**src/rtl/hit_tdc_pkg.sv**
```systemverilog
// Shared record format and link constants for the hit TDC.
// Assumes a channel count of at most 2**CH_W.
package hit_tdc_pkg;
    localparam int CH_W   = 6;
    localparam int TS_W   = 10;
    localparam int REC_W  = CH_W + TS_W;
    localparam int NIB_W  = 4;
    localparam int LINK_W = NIB_W + 1;
    localparam int NIBS   = REC_W / NIB_W;

    typedef logic [REC_W-1:0] rec_t;

    // Builds a record with the channel in the upper field and the timestamp in the lower field.
    function automatic rec_t pack_rec(input logic [CH_W-1:0] ch, input logic [TS_W-1:0] ts);
        return {ch, ts};
    endfunction
endpackage

```
**src/rtl/hit_edge_front.sv**
```systemverilog
// Two-flop synchronizer followed by a rising-edge detector for every channel.
// Assumes din is asynchronous to clk. All history registers reset to 0.
// hit[c] is high for one cycle when the synchronized level goes from 0 to 1.
module hit_edge_front #(
    parameter int NUM_CH = 48
) (
    input  logic              clk,
    input  logic              rst_n,
    input  logic [NUM_CH-1:0] din,
    output logic [NUM_CH-1:0] hit
);
    logic [NUM_CH-1:0] meta_q;
    logic [NUM_CH-1:0] sync_q;
    logic [NUM_CH-1:0] prev_q;

    // Shift each input through the synchronizer and keep one sample of history.
    always_ff @(posedge clk) begin
        if (!rst_n) begin
            meta_q <= '0;
            sync_q <= '0;
            prev_q <= '0;
        end else begin
            meta_q <= din;
            sync_q <= meta_q;
            prev_q <= sync_q;
        end
    end

    assign hit = sync_q & ~prev_q;

    for (genvar c = 0; c < NUM_CH; c++) begin : g_chk

        single_hit_chk: assert property (@(posedge clk) disable iff (!rst_n)
            hit[c] |=> !hit[c]);
    end
endmodule

```
**src/rtl/hit_chan_fifo.sv**
```systemverilog
// Small per-channel record FIFO with a sticky loss flag.
// A write that arrives while the FIFO is full is discarded and sets ovf.
// The reader must assert rd_en only while nonempty is high.
module hit_chan_fifo #(
    parameter int DEPTH = 4,
    parameter int W     = 16
) (
    input  logic         clk,
    input  logic         rst_n,
    input  logic         wr_en,
    input  logic [W-1:0] wr_data,
    input  logic         rd_en,
    output logic [W-1:0] rd_data,
    output logic         nonempty,
    output logic         ovf
);
    localparam int PTR_W = (DEPTH > 1) ? $clog2(DEPTH) : 1;
    localparam int CNT_W = $clog2(DEPTH + 1);

    logic [W-1:0]     mem [DEPTH];
    logic [PTR_W-1:0] wptr, rptr;
    logic [CNT_W-1:0] count;
    logic             do_wr;

    // Advances a pointer and wraps it at DEPTH.
    function automatic logic [PTR_W-1:0] bump(input logic [PTR_W-1:0] p);
        return (p == PTR_W'(DEPTH - 1)) ? '0 : p + 1'b1;
    endfunction

    assign do_wr    = wr_en && (count < CNT_W'(DEPTH));
    assign nonempty = (count != '0);
    assign rd_data  = mem[rptr];

    // Store accepted records. The storage itself needs no reset.
    always_ff @(posedge clk) begin
        if (do_wr) mem[wptr] <= wr_data;
    end

    // Keep the pointers, the fill count and the sticky loss flag.
    always_ff @(posedge clk) begin
        if (!rst_n) begin
            wptr  <= '0;
            rptr  <= '0;
            count <= '0;
            ovf   <= 1'b0;
        end else begin
            if (do_wr) wptr <= bump(wptr);
            if (rd_en) rptr <= bump(rptr);
            case ({do_wr, rd_en})
                2'b10:   count <= count + 1'b1;
                2'b01:   count <= count - 1'b1;
                default: count <= count;
            endcase
            if (wr_en && !do_wr) ovf <= 1'b1;
        end
    end


    pop_needs_data_chk: assert property (@(posedge clk) disable iff (!rst_n)
        rd_en |-> (count != '0));

    depth_bound_chk: assert property (@(posedge clk) disable iff (!rst_n)
        count <= CNT_W'(DEPTH));

    ovf_sticky_chk: assert property (@(posedge clk) disable iff (!rst_n)
        ovf |=> ovf);

    ovf_cause_chk: assert property (@(posedge clk) disable iff (!rst_n)
        $rose(ovf) |-> $past(wr_en));
endmodule

```
**src/rtl/hit_concentrator.sv**
```systemverilog
// Round-robin drain of the channel FIFOs onto a nibble-wide framed link.
// Pops at most one record per grant. A new grant is made when the link is idle
// or is sending the last nibble, so records follow each other without gaps.
// link_out[NIB_W] is the frame strobe; lower bits carry the nibble, MSB first.
module hit_concentrator
    import hit_tdc_pkg::*;
#(
    parameter int NUM_CH = 48
) (
    input  logic                         clk,
    input  logic                         rst_n,
    input  logic [NUM_CH-1:0]            nonempty,
    input  logic [NUM_CH-1:0][REC_W-1:0] heads,
    output logic [NUM_CH-1:0]            pop,
    output logic [LINK_W-1:0]            link_out
);
    localparam int IDX_W  = $clog2(NUM_CH);
    localparam int NIB_CW = $clog2(NIBS);

    logic [IDX_W-1:0]  rr_ptr;
    logic [IDX_W-1:0]  gnt_idx;
    logic              gnt_found;
    logic              busy;
    logic [NIB_CW-1:0] nib;
    logic [REC_W-1:0]  shreg;
    logic              last_nib;
    logic              take;

    assign last_nib = (nib == NIB_CW'(NIBS - 1));
    assign take     = gnt_found && (!busy || last_nib);

    // Find the first non-empty channel at or after the round-robin pointer.
    always_comb begin
        gnt_found = 1'b0;
        gnt_idx   = '0;
        for (int i = 0; i < NUM_CH; i++) begin
            int j;
            j = int'(rr_ptr) + i;
            if (j >= NUM_CH) j = j - NUM_CH;
            if (!gnt_found && nonempty[j]) begin
                gnt_found = 1'b1;
                gnt_idx   = IDX_W'(j);
            end
        end
    end

    // Pop only the granted channel.
    always_comb begin
        for (int i = 0; i < NUM_CH; i++) pop[i] = take && (gnt_idx == IDX_W'(i));
    end

    // Load a granted record, then shift out its remaining nibbles.
    always_ff @(posedge clk) begin
        if (!rst_n) begin
            rr_ptr   <= '0;
            busy     <= 1'b0;
            nib      <= '0;
            shreg    <= '0;
            link_out <= '0;
        end else if (take) begin
            rr_ptr   <= (gnt_idx == IDX_W'(NUM_CH - 1)) ? '0 : gnt_idx + 1'b1;
            busy     <= 1'b1;
            nib      <= '0;
            shreg    <= heads[gnt_idx] << NIB_W;
            link_out <= {1'b1, heads[gnt_idx][REC_W-1 -: NIB_W]};
        end else if (busy && !last_nib) begin
            nib      <= nib + 1'b1;
            shreg    <= shreg << NIB_W;
            link_out <= {1'b0, shreg[REC_W-1 -: NIB_W]};
        end else begin
            busy     <= 1'b0;
            link_out <= '0;
        end
    end


    one_pop_chk: assert property (@(posedge clk) disable iff (!rst_n)
        $onehot0(pop));

    frame_gap_chk: assert property (@(posedge clk) disable iff (!rst_n)
        link_out[NIB_W] |=> !link_out[NIB_W] ##1 !link_out[NIB_W] ##1 !link_out[NIB_W]);

    back_to_back_chk: assert property (@(posedge clk) disable iff (!rst_n)
        (busy && last_nib && gnt_found) |=> link_out[NIB_W]);

    idle_quiet_chk: assert property (@(posedge clk) disable iff (!rst_n)
        (!busy && !gnt_found) |=> (link_out == '0));
endmodule

```
**src/rtl/hit_tdc_top.sv**
```systemverilog
// Multichannel hit TDC: synchronous edge capture, coarse timestamp tagging,
// per-channel buffering and round-robin concentration onto a framed link.
// Assumes disc_in is asynchronous; all logic runs in the clk domain.
module hit_tdc_top
    import hit_tdc_pkg::*;
#(
    parameter int NUM_CH     = 48,
    parameter int FIFO_DEPTH = 4
) (
    input  logic              clk,
    input  logic              rst_n,
    input  logic [NUM_CH-1:0] disc_in,
    output logic [LINK_W-1:0] link_out,
    output logic [NUM_CH-1:0] ovf_flags
);
    logic [TS_W-1:0]             ts_cnt;
    logic [NUM_CH-1:0]           hit;
    logic [NUM_CH-1:0]           pop;
    logic [NUM_CH-1:0]           nonempty;
    logic [NUM_CH-1:0][REC_W-1:0] heads;

    // Free-running coarse time shared by every channel.
    always_ff @(posedge clk) begin
        if (!rst_n) ts_cnt <= '0;
        else        ts_cnt <= ts_cnt + 1'b1;
    end

    hit_edge_front #(.NUM_CH(NUM_CH)) u_front (
        .clk   (clk),
        .rst_n (rst_n),
        .din   (disc_in),
        .hit   (hit)
    );

    for (genvar c = 0; c < NUM_CH; c++) begin : g_chan
        hit_chan_fifo #(.DEPTH(FIFO_DEPTH), .W(REC_W)) u_fifo (
            .clk      (clk),
            .rst_n    (rst_n),
            .wr_en    (hit[c]),
            .wr_data  (pack_rec(CH_W'(c), ts_cnt)),
            .rd_en    (pop[c]),
            .rd_data  (heads[c]),
            .nonempty (nonempty[c]),
            .ovf      (ovf_flags[c])
        );
    end

    hit_concentrator #(.NUM_CH(NUM_CH)) u_conc (
        .clk      (clk),
        .rst_n    (rst_n),
        .nonempty (nonempty),
        .heads    (heads),
        .pop      (pop),
        .link_out (link_out)
    );


    hit_then_store_chk: assert property (@(posedge clk) disable iff (!rst_n)
        (hit != '0) |=> ((nonempty != '0) || (ovf_flags != '0) || ($past(pop) != '0)));
endmodule

```
**config.mk**
```make
export PLATFORM = sky130hd
export DESIGN_NAME = hit_tdc_top
export DESIGN_NICKNAME = d
export VERILOG_FILES = /design/src/rtl/hit_tdc_pkg.sv /design/src/rtl/hit_edge_front.sv /design/src/rtl/hit_chan_fifo.sv /design/src/rtl/hit_concentrator.sv /design/src/rtl/hit_tdc_top.sv
export SDC_FILE = /design/constraint.sdc
export NUM_CORES = 2
export LEC_CHECK = 0
export BUFFER_PORTS_ARGS = -buffer_cell sky130_fd_sc_hd__buf_2
export CORE_MARGIN = 1.5
export CORE_UTILIZATION = 45
export DETAILED_ROUTE_END_ITERATION = 8
export HOLD_SLACK_MARGIN = 0.1
export SLEW_MARGIN = 15
export SYNTH_ARGS = -nofsm -noshare
export SYNTH_HDL_FRONTEND = slang
export SYNTH_SLANG_ARGS = --single-unit
```
**constraint.sdc**
```tcl
create_clock -name clk -period 11.2 [get_ports clk]
set_input_delay 2.24 -clock clk [delete_from_list [all_inputs] [get_ports clk]]
set_output_delay 2.24 -clock clk [all_outputs]
set_load 0.01 [all_outputs]
```
# Yosys cells after proc, flatten, opt, wreduce, memory -nomap -nowiden
# Memory sizes are Yosys's and may differ from the RTL's. A register that Yosys moved wholly into a read port is not among the register bits.
# Index checks and enable logic that the tools add are counted.
[totals]
register_bits = 564
ramBits = 1920
output_inout_bits = 53
mem_count = 48
[classes]
n_addsub = 290
magnitude_cmp = 145
n_eq_ne = 241
muxes = 633
bitwise_logic = 3
n_reduce_logical = 390
[mem_list]
columns = ["name", "words", "width", "read_ports", "rd_ports_with_merged_regs", "wr", "line_no", "text"]
rows = [
  ["g_chan[0].u_fifo.mem", 4, 10, 1, 1, 1, "hit_chan_fifo.sv:20", "logic [W-1:0] mem [DEPTH];"],
  ["g_chan[10].u_fifo.mem", 4, 10, 1, 1, 1, "hit_chan_fifo.sv:20", ""],
  ["g_chan[11].u_fifo.mem", 4, 10, 1, 1, 1, "hit_chan_fifo.sv:20", ""],
  ["g_chan[12].u_fifo.mem", 4, 10, 1, 1, 1, "hit_chan_fifo.sv:20", ""],
  ["g_chan[13].u_fifo.mem", 4, 10, 1, 1, 1, "hit_chan_fifo.sv:20", ""],
  ["g_chan[14].u_fifo.mem", 4, 10, 1, 1, 1, "hit_chan_fifo.sv:20", ""],
  ["42 more memories", "-", "-", "-", "-", "-", "-", ""],
]
[ops]
columns = ["operator", "n"]
rows = [
  ["less-than comparator 32 x 8 -> 1 bit, second input constant", 48],
  ["2-to-1 mux 32 bit", 48],
  ["greater-or-equal comparator 32 x 7 -> 1 bit, second input constant", 47],
  ["subtractor 32 x 7 -> 32 bit, second input constant", 47],
  ["2-to-1 mux 2 bit", 192],
  ["2-to-1 mux 6 bit", 49],
  ["equality test 2 bit, second input constant", 145],
  ["binary-select mux 1 bit (select 6 bit)", 48],
  ["one-hot mux 3 bit (2 select lines)", 48],
  ["2-to-1 mux 1 bit", 242],
  ["adder 2 x 1 -> 2 bit, second input constant", 97],
  ["logical AND 1 bit", 193],
  ["adder 3 x 1 -> 3 bit, second input constant", 48],
  ["less-than comparator 3 bit, second input constant", 48],
  ["nonzero test 3 bit", 48],
  ["subtractor 3 x 1 -> 3 bit, second input constant", 48],
  ["adder 6 x 5 -> 7 bit, second input constant", 16],
  ["adder 6 x 6 -> 7 bit, second input constant", 16],
  ["nonzero test 2 bit", 49],
  ["logical NOT 1 bit", 97],
  ["binary-select mux 16 bit (select 6 bit)", 1],
  ["equality test 2 x 1 -> 1 bit, second input constant", 48],
  ["equality test 6 x 5 -> 1 bit, second input constant", 16],
  ["equality test 6 bit, second input constant", 16],
  ["other kinds (23)", 47],
]

# Longest topological paths before layout
[logic_depth]
depth_word = 151
depth_mapped = 42
mapped_depth_nobuf = 30

# Modules after synthesis
# A second synthesis with hierarchy kept.
[unflattened]
hier_cells = 9964
hier_area_um2 = 162801.1
[modules_own_cells]
columns = ["mod", "n_inst", "cells_per_inst", "area_per_inst_um2", "seq_area_each_um2"]
rows = [
  ["hit_chan_fifo", 48, 131, 2837.7, 2122.0],
  ["hit_concentrator", 1, 3278, 21966.1, 520.5],
  ["hit_edge_front", 1, 351, 4202.8, 2882.8],
  ["hit_tdc_top", 1, 47, 421.7, 200.2],
]

# Worst setup path after synthesis
# Ideal clock, no wire load.
[synth_timing]
path_kind = "reg-to-reg"
start = "register u_conc.rr_ptr[2]"
end = "register g_chan[41].u_fifo.count[2]"
setup_time_ns = 0.076
arrival_ns = 8.983
t_required_ns = 11.124
path_slack_ns = 2.142
stages_incl_launch_ff = 38
path_buffers = 11
path_cell_list = "dfxtp_1 clkbuf_1 inv_1 clkbuf_1 buf_1 clkbuf_1 ha_1 buf_2 a21bo_2 clkbuf_1 a211oi_1 nor2b_1 ha_1 or2_2 or4b_2 and2_1 and3_1 nor3_1 (+2 left out) nand2_4 o21a_1 a2111o_1 or4_4 buf_6 inv_2 buf_2 buf_2 ha_1 clkbuf_1 and3_1 clkbuf_1 ha_1 inv_1 fa_1 xor2_1 or3_1 a21boi_0"
[synth_via]
elab_chain_cells = 151
word_cells_on_any_way = 532
classes_between = "add/sub (95); order compare (48); eq/ne (3); mux (289); reduce/logical (97)"
[synth_lines]
columns = ["element", "line_no", "text"]
rows = [
  ["start, declared", "hit_concentrator.sv:20", "logic [IDX_W-1:0] rr_ptr;"],
  ["start signal, assigned", "hit_concentrator.sv:61", "rr_ptr <= (gnt_idx == IDX_W'(NUM_CH - 1)) ? '0 : gnt_idx + 1'b1;"],
  ["branches (longest 148 deep; another with subtractor 32 x 7 -> 32 bit)", "-", ""],
  ["logical AND 1 bit (*)", "hit_concentrator.sv:49", "for (int i = 0; i < NUM_CH; i++) pop[i] = take && (gnt_idx == IDX_W'(i));"],
  ["via g_chan[41].u_fifo.rd_en", "hit_chan_fifo.sv:12", "input logic rd_en,"],
  ["equality test 2 x 1 -> 1 bit or equality test 2 bit (tied branches)", "hit_chan_fifo.sv:49", "case ({do_wr, rd_en})"],
  ["one-hot mux 3 bit (2 select lines) or nonzero test 2 bit (tied branches)", "-", ""],
  ["end signal, assigned", "hit_chan_fifo.sv:50", "2'b10: count <= count + 1'b1;"],
  ["end signal, assigned", "hit_chan_fifo.sv:51", "2'b01: count <= count - 1'b1;"],
  ["end signal, assigned", "hit_chan_fifo.sv:52", "default: count <= count;"],
  ["end, declared", "hit_chan_fifo.sv:22", "logic [CNT_W-1:0] count;"],
]
# Mark *: on every way through the listed nets, which the timed path passes. The select of a mux whose other input is x is not followed.
# A chain may end at the register's enable or synchronous reset.

# Worst setup path after layout
[layout_timing]
start = "register u_conc.rr_ptr[2]"
end = "register g_chan[4].u_fifo.count[2]"
[layout_via]
elab_chain_cells = 151
word_cells_on_any_way = 532
classes_between = "add/sub (95); order compare (48); eq/ne (3); mux (289); reduce/logical (97)"
[layout_lines]
columns = ["element", "line_no"]
rows = [
  ["branches (longest 148 deep; another with subtractor 32 x 7 -> 32 bit)", "-"],
  ["logical AND 1 bit (*)", "hit_concentrator.sv:49"],
  ["equality test 2 x 1 -> 1 bit or equality test 2 bit (tied branches)", "hit_chan_fifo.sv:49"],
  ["one-hot mux 3 bit (2 select lines) or nonzero test 2 bit (tied branches)", "-"],
  ["end signal, assigned", "hit_chan_fifo.sv:50"],
  ["end signal, assigned", "hit_chan_fifo.sv:51"],
  ["end signal, assigned", "hit_chan_fifo.sv:52"],
  ["end, declared", "hit_chan_fifo.sv:22"],
]
# Every way passes the cells marked *. The select of a mux whose other input is x is not followed.

==> flow_metrics.tcl <==
set metrics [dict create \
    outcome "complete, no violations" \
    die_h_um 518 \
    ff2ff_setup_slack_ns 1.41 \
    worst_pin_slew_ns 1.31 \
    layout-drive-gt1-share_pct 18.1 \
    grt_pass1_wl_mm 539 \
    drt_iter0_markers 8034 \
    async_reset_ff_share_pct 0 \
    cts_hold_buf 0 \
    grt_antenna_before_repair 20 \
    cts-htree-levels 5 \
    postCtsSetupBuffers 0 \
    synth_top_area_cell "edfxtp_1" \
    post-route-drc-count 0 \
    globalRouteTotalUtil_pct 27.6 \
    die_w_um 518 \
    cts.clk_slew.worst_paths_ns 0.06 \
    core_region_area_sq_um 263000 \
    cts_sinks 2580 \
    dieArea_sq_um 268000 \
    dp_slack_ns 1.55 \
    syn_area_sq_um 119000 \
    criticalPathCategory "flip-flop to flip-flop" \
    synth-edff-count 1920 \
    postSynthCellCount 8524 \
    grt_overflow 0 \
    avgSynthCellArea_sq_um 14.0 \
    wl_mm 376 \
    ys_seq_area_share_pct 59.4 \
    critical_path_arrival_ns 10.60 \
    cts_made_buffers 278 \
    top_layer_used "met5" \
    cts_root_buf "clkbuf_16" \
    crit_path_start_kind "flip-flop" \
    drt-met1-wl_mm 156 \
    setup_ws_ns 1.41 \
    port_buffers 102 \
    yosysUniqueCellTypes 111 \
    syn_nets 8983 \
    rsz0062_at_grt "no" \
    cap_violations 0 \
    fin_crit_ns 9.79 \
    placed_cells 12007 \
    hold_viol_final 0 \
    yosysWarnings 0 \
    slew_viol_final 0 \
    dr.pass1.iters 6 \
    routedWlPerCell_um 30.1 \
    setup_tns_ns 0 \
    vias 75929 \
    tritoncts "done" \
    syn_to_final_growth_pct 12.7 \
    skew_ns 0.0526 \
    timing.final.crit_share_pct 87.4 \
    clock_latency_ns 0.90 \
    synthFlopType "edfxtp_1" \
    cp.required_ns 12.01 \
    globalplace.congestion 1.07 \
    grt_max_degree 232 \
    synth_top_area_share_pct 48.4 \
    io_pins 103 \
    hold_class "flip-flop to flip-flop" \
    met2WireLength_mm 173 \
    start_util_pct 45.3 \
    fin_nets 9232 \
    finalSetupViolCount 0 \
    grt_pass1_vias 74281 \
    clockBufferDepth 4 \
    timing.fmax_mhz 102 \
    dpl.hpwl_mm 266 \
    synth_area_leaders "edfxtp_1 (48%), dfxtp_1 (11%), mux4_2 (11%)" \
    wl_met3_mm 28.5 \
    ys_ff_latch 2580 \
    num_rows 188 \
    fin_cells 12522 \
    relSlewSlack_pct 12.5 \
    antenna_left 0 \
    cp_max_fo 34 \
    end_kind "flip-flop" \
    ctsResizeCount 0 \
    viasPerCell 6.06 \
]
[sequential cells by signal, summed over array words and instances (netlist names), named ones only]
name                 flops
ts_cnt                  10
g_chan.u_fifo.mem     1920
u_front.meta_q          48
u_conc.rr_ptr            6
g_chan.u_fifo.ovf       48
g_chan.u_fifo.count    144
g_chan.u_fifo.wptr      96
u_front.sync_q          48
u_conc.nib               2
u_front.prev_q          48
u_conc.shreg            12
g_chan.u_fifo.rptr      96
u_conc.link_out          5
u_conc.busy              1
[worst paths after layout]
check | start | to | cells after the start
worst max-delay path | u_conc.rr_ptr[2]$_SDFFE_PN0N_ | g_chan[4].u_fifo.count[2]$_SDFFE_PN0P_ | 26
worst min-delay path | u_front.meta_q[26]$_SDFF_PN0_ | u_front.sync_q[26]$_SDFF_PN0_ | 1
worst max register to register | u_conc.rr_ptr[2]$_SDFFE_PN0N_ | g_chan[4].u_fifo.count[2]$_SDFFE_PN0P_ | 26
worst min register to register | u_front.meta_q[26]$_SDFF_PN0_ | u_front.sync_q[26]$_SDFF_PN0_ | 1
[logic make-up after synthesis]
| logic type | share of synthesized area, % |
|---|---|
| DFF | 59.4 |
| and+or+nand+nor | 10.4 |
| AOI/OAI and AO/OA | 7.81 |
| buffers and inverters | 3.09 |
| muxes | 13.2 |
| adders and majority gates | 4.59 |
| xor gates and xnor gates | 1.45 |
[metrics by stage]
step / area (sq um) / hold WS [ns] / utilization (%)
2_1_floorplan: 119000 / 0.412 / -
3_3_place_gp: 125000 / 0.418 / 47.6
3_5_place_dp: 125000 / 0.421 / 47.6
4_1_cts: 134000 / 0.425 / 51.1
5_1_grt: 134000 / 0.440 / 51.1
6_report: 134000 / 0.419 / 51.1
[final cells by class]
type / instances / area (sq um)
repair buffers: 455 / 3430
diodes: 2 / 5.00
fillers: 22188 / 129000
inverters: 382 / 1440
flip-flops and latches: 2580 / 70900
well taps: 3515 / 4400
clock inverters: 131 / 1440
clock buffers: 381 / 7770
multi-input cells: 5076 / 44900
[routing by layer]
layer | track usage, % | up-vias
li1 | - | 32966
met4 | 12.3 | 12
met5 | 0 | -
met2 | 43.4 | 3250
met3 | 4.62 | 787
met1 | 37.7 | 38914
[placed cells by master (no fill, tap or decap), types with 48 or more instances in the layout]
cell / count
xnor2_1: 134
o21a_1: 67
and2_1: 485
nand3_1: 147
nor2_1: 385
a211oi_1: 111
clkinv_2: 53
and3_1: 72
nor4_1: 51
nor3_1: 138
nor2b_1: 208
a31oi_1: 62
mux4_2: 566
a21oi_1: 255
dfxtp_1: 645
clkbuf_1: 68
a21boi_0: 79
o21ai_0: 223
and3b_1: 49
buf_4: 331
edfxtp_1: 1920
fa_1: 48
inv_1: 373
nand2_1: 337
or3_1: 122
a22oi_1: 81
ha_1: 360
buf_2: 102
mux2i_1: 243
clkbuf_16: 285
xor2_1: 56
[cell usage after synthesis (72+ instances only)]
library cell  number
ha_1             361
a22oi_1           81
buf_1            122
xnor2_1          136
dfxtp_1          660
nand2_1          337
a21oi_1          258
nor2_1           388
nand3_1          147
nor2b_1          208
inv_1            373
a211oi_1         111
mux2i_1          243
or3_1            123
o21ai_0          224
edfxtp_1        1920
clkbuf_1         205
buf_2             82
a21boi_0          79
mux4_2           566
and2_1           485
nor3_1           142
and3_1            72
[worst max-delay path: stages (launching register included)]
cell and delay [ns]:
dfxtp_1 0.33, buf_4 0.48, ha_1 0.81, xnor2_1 0.19, buf_4 0.35, nor4_1 0.15
buf_4 0.22, o41ai_1 0.80, o41ai_1 0.21, buf_4 0.22, nor4_2 0.67, nand4_1 0.48
nor3_4 0.61, nand2_4 0.16, nor3_1 0.69, a21oi_1 0.20, a211oi_1 0.35, o21ai_1 0.26
a21oi_4 0.79, buf_4 0.23, and3_1 0.19, ha_1 0.19, inv_1 0.06, fa_1 0.37
xor2_1 0.16, or3_1 0.30, a21boi_0 0.17
Power is left out: the tool's default activity adds up to more than one toggle a clock period on the data nets, which glitch-free logic cannot reach.
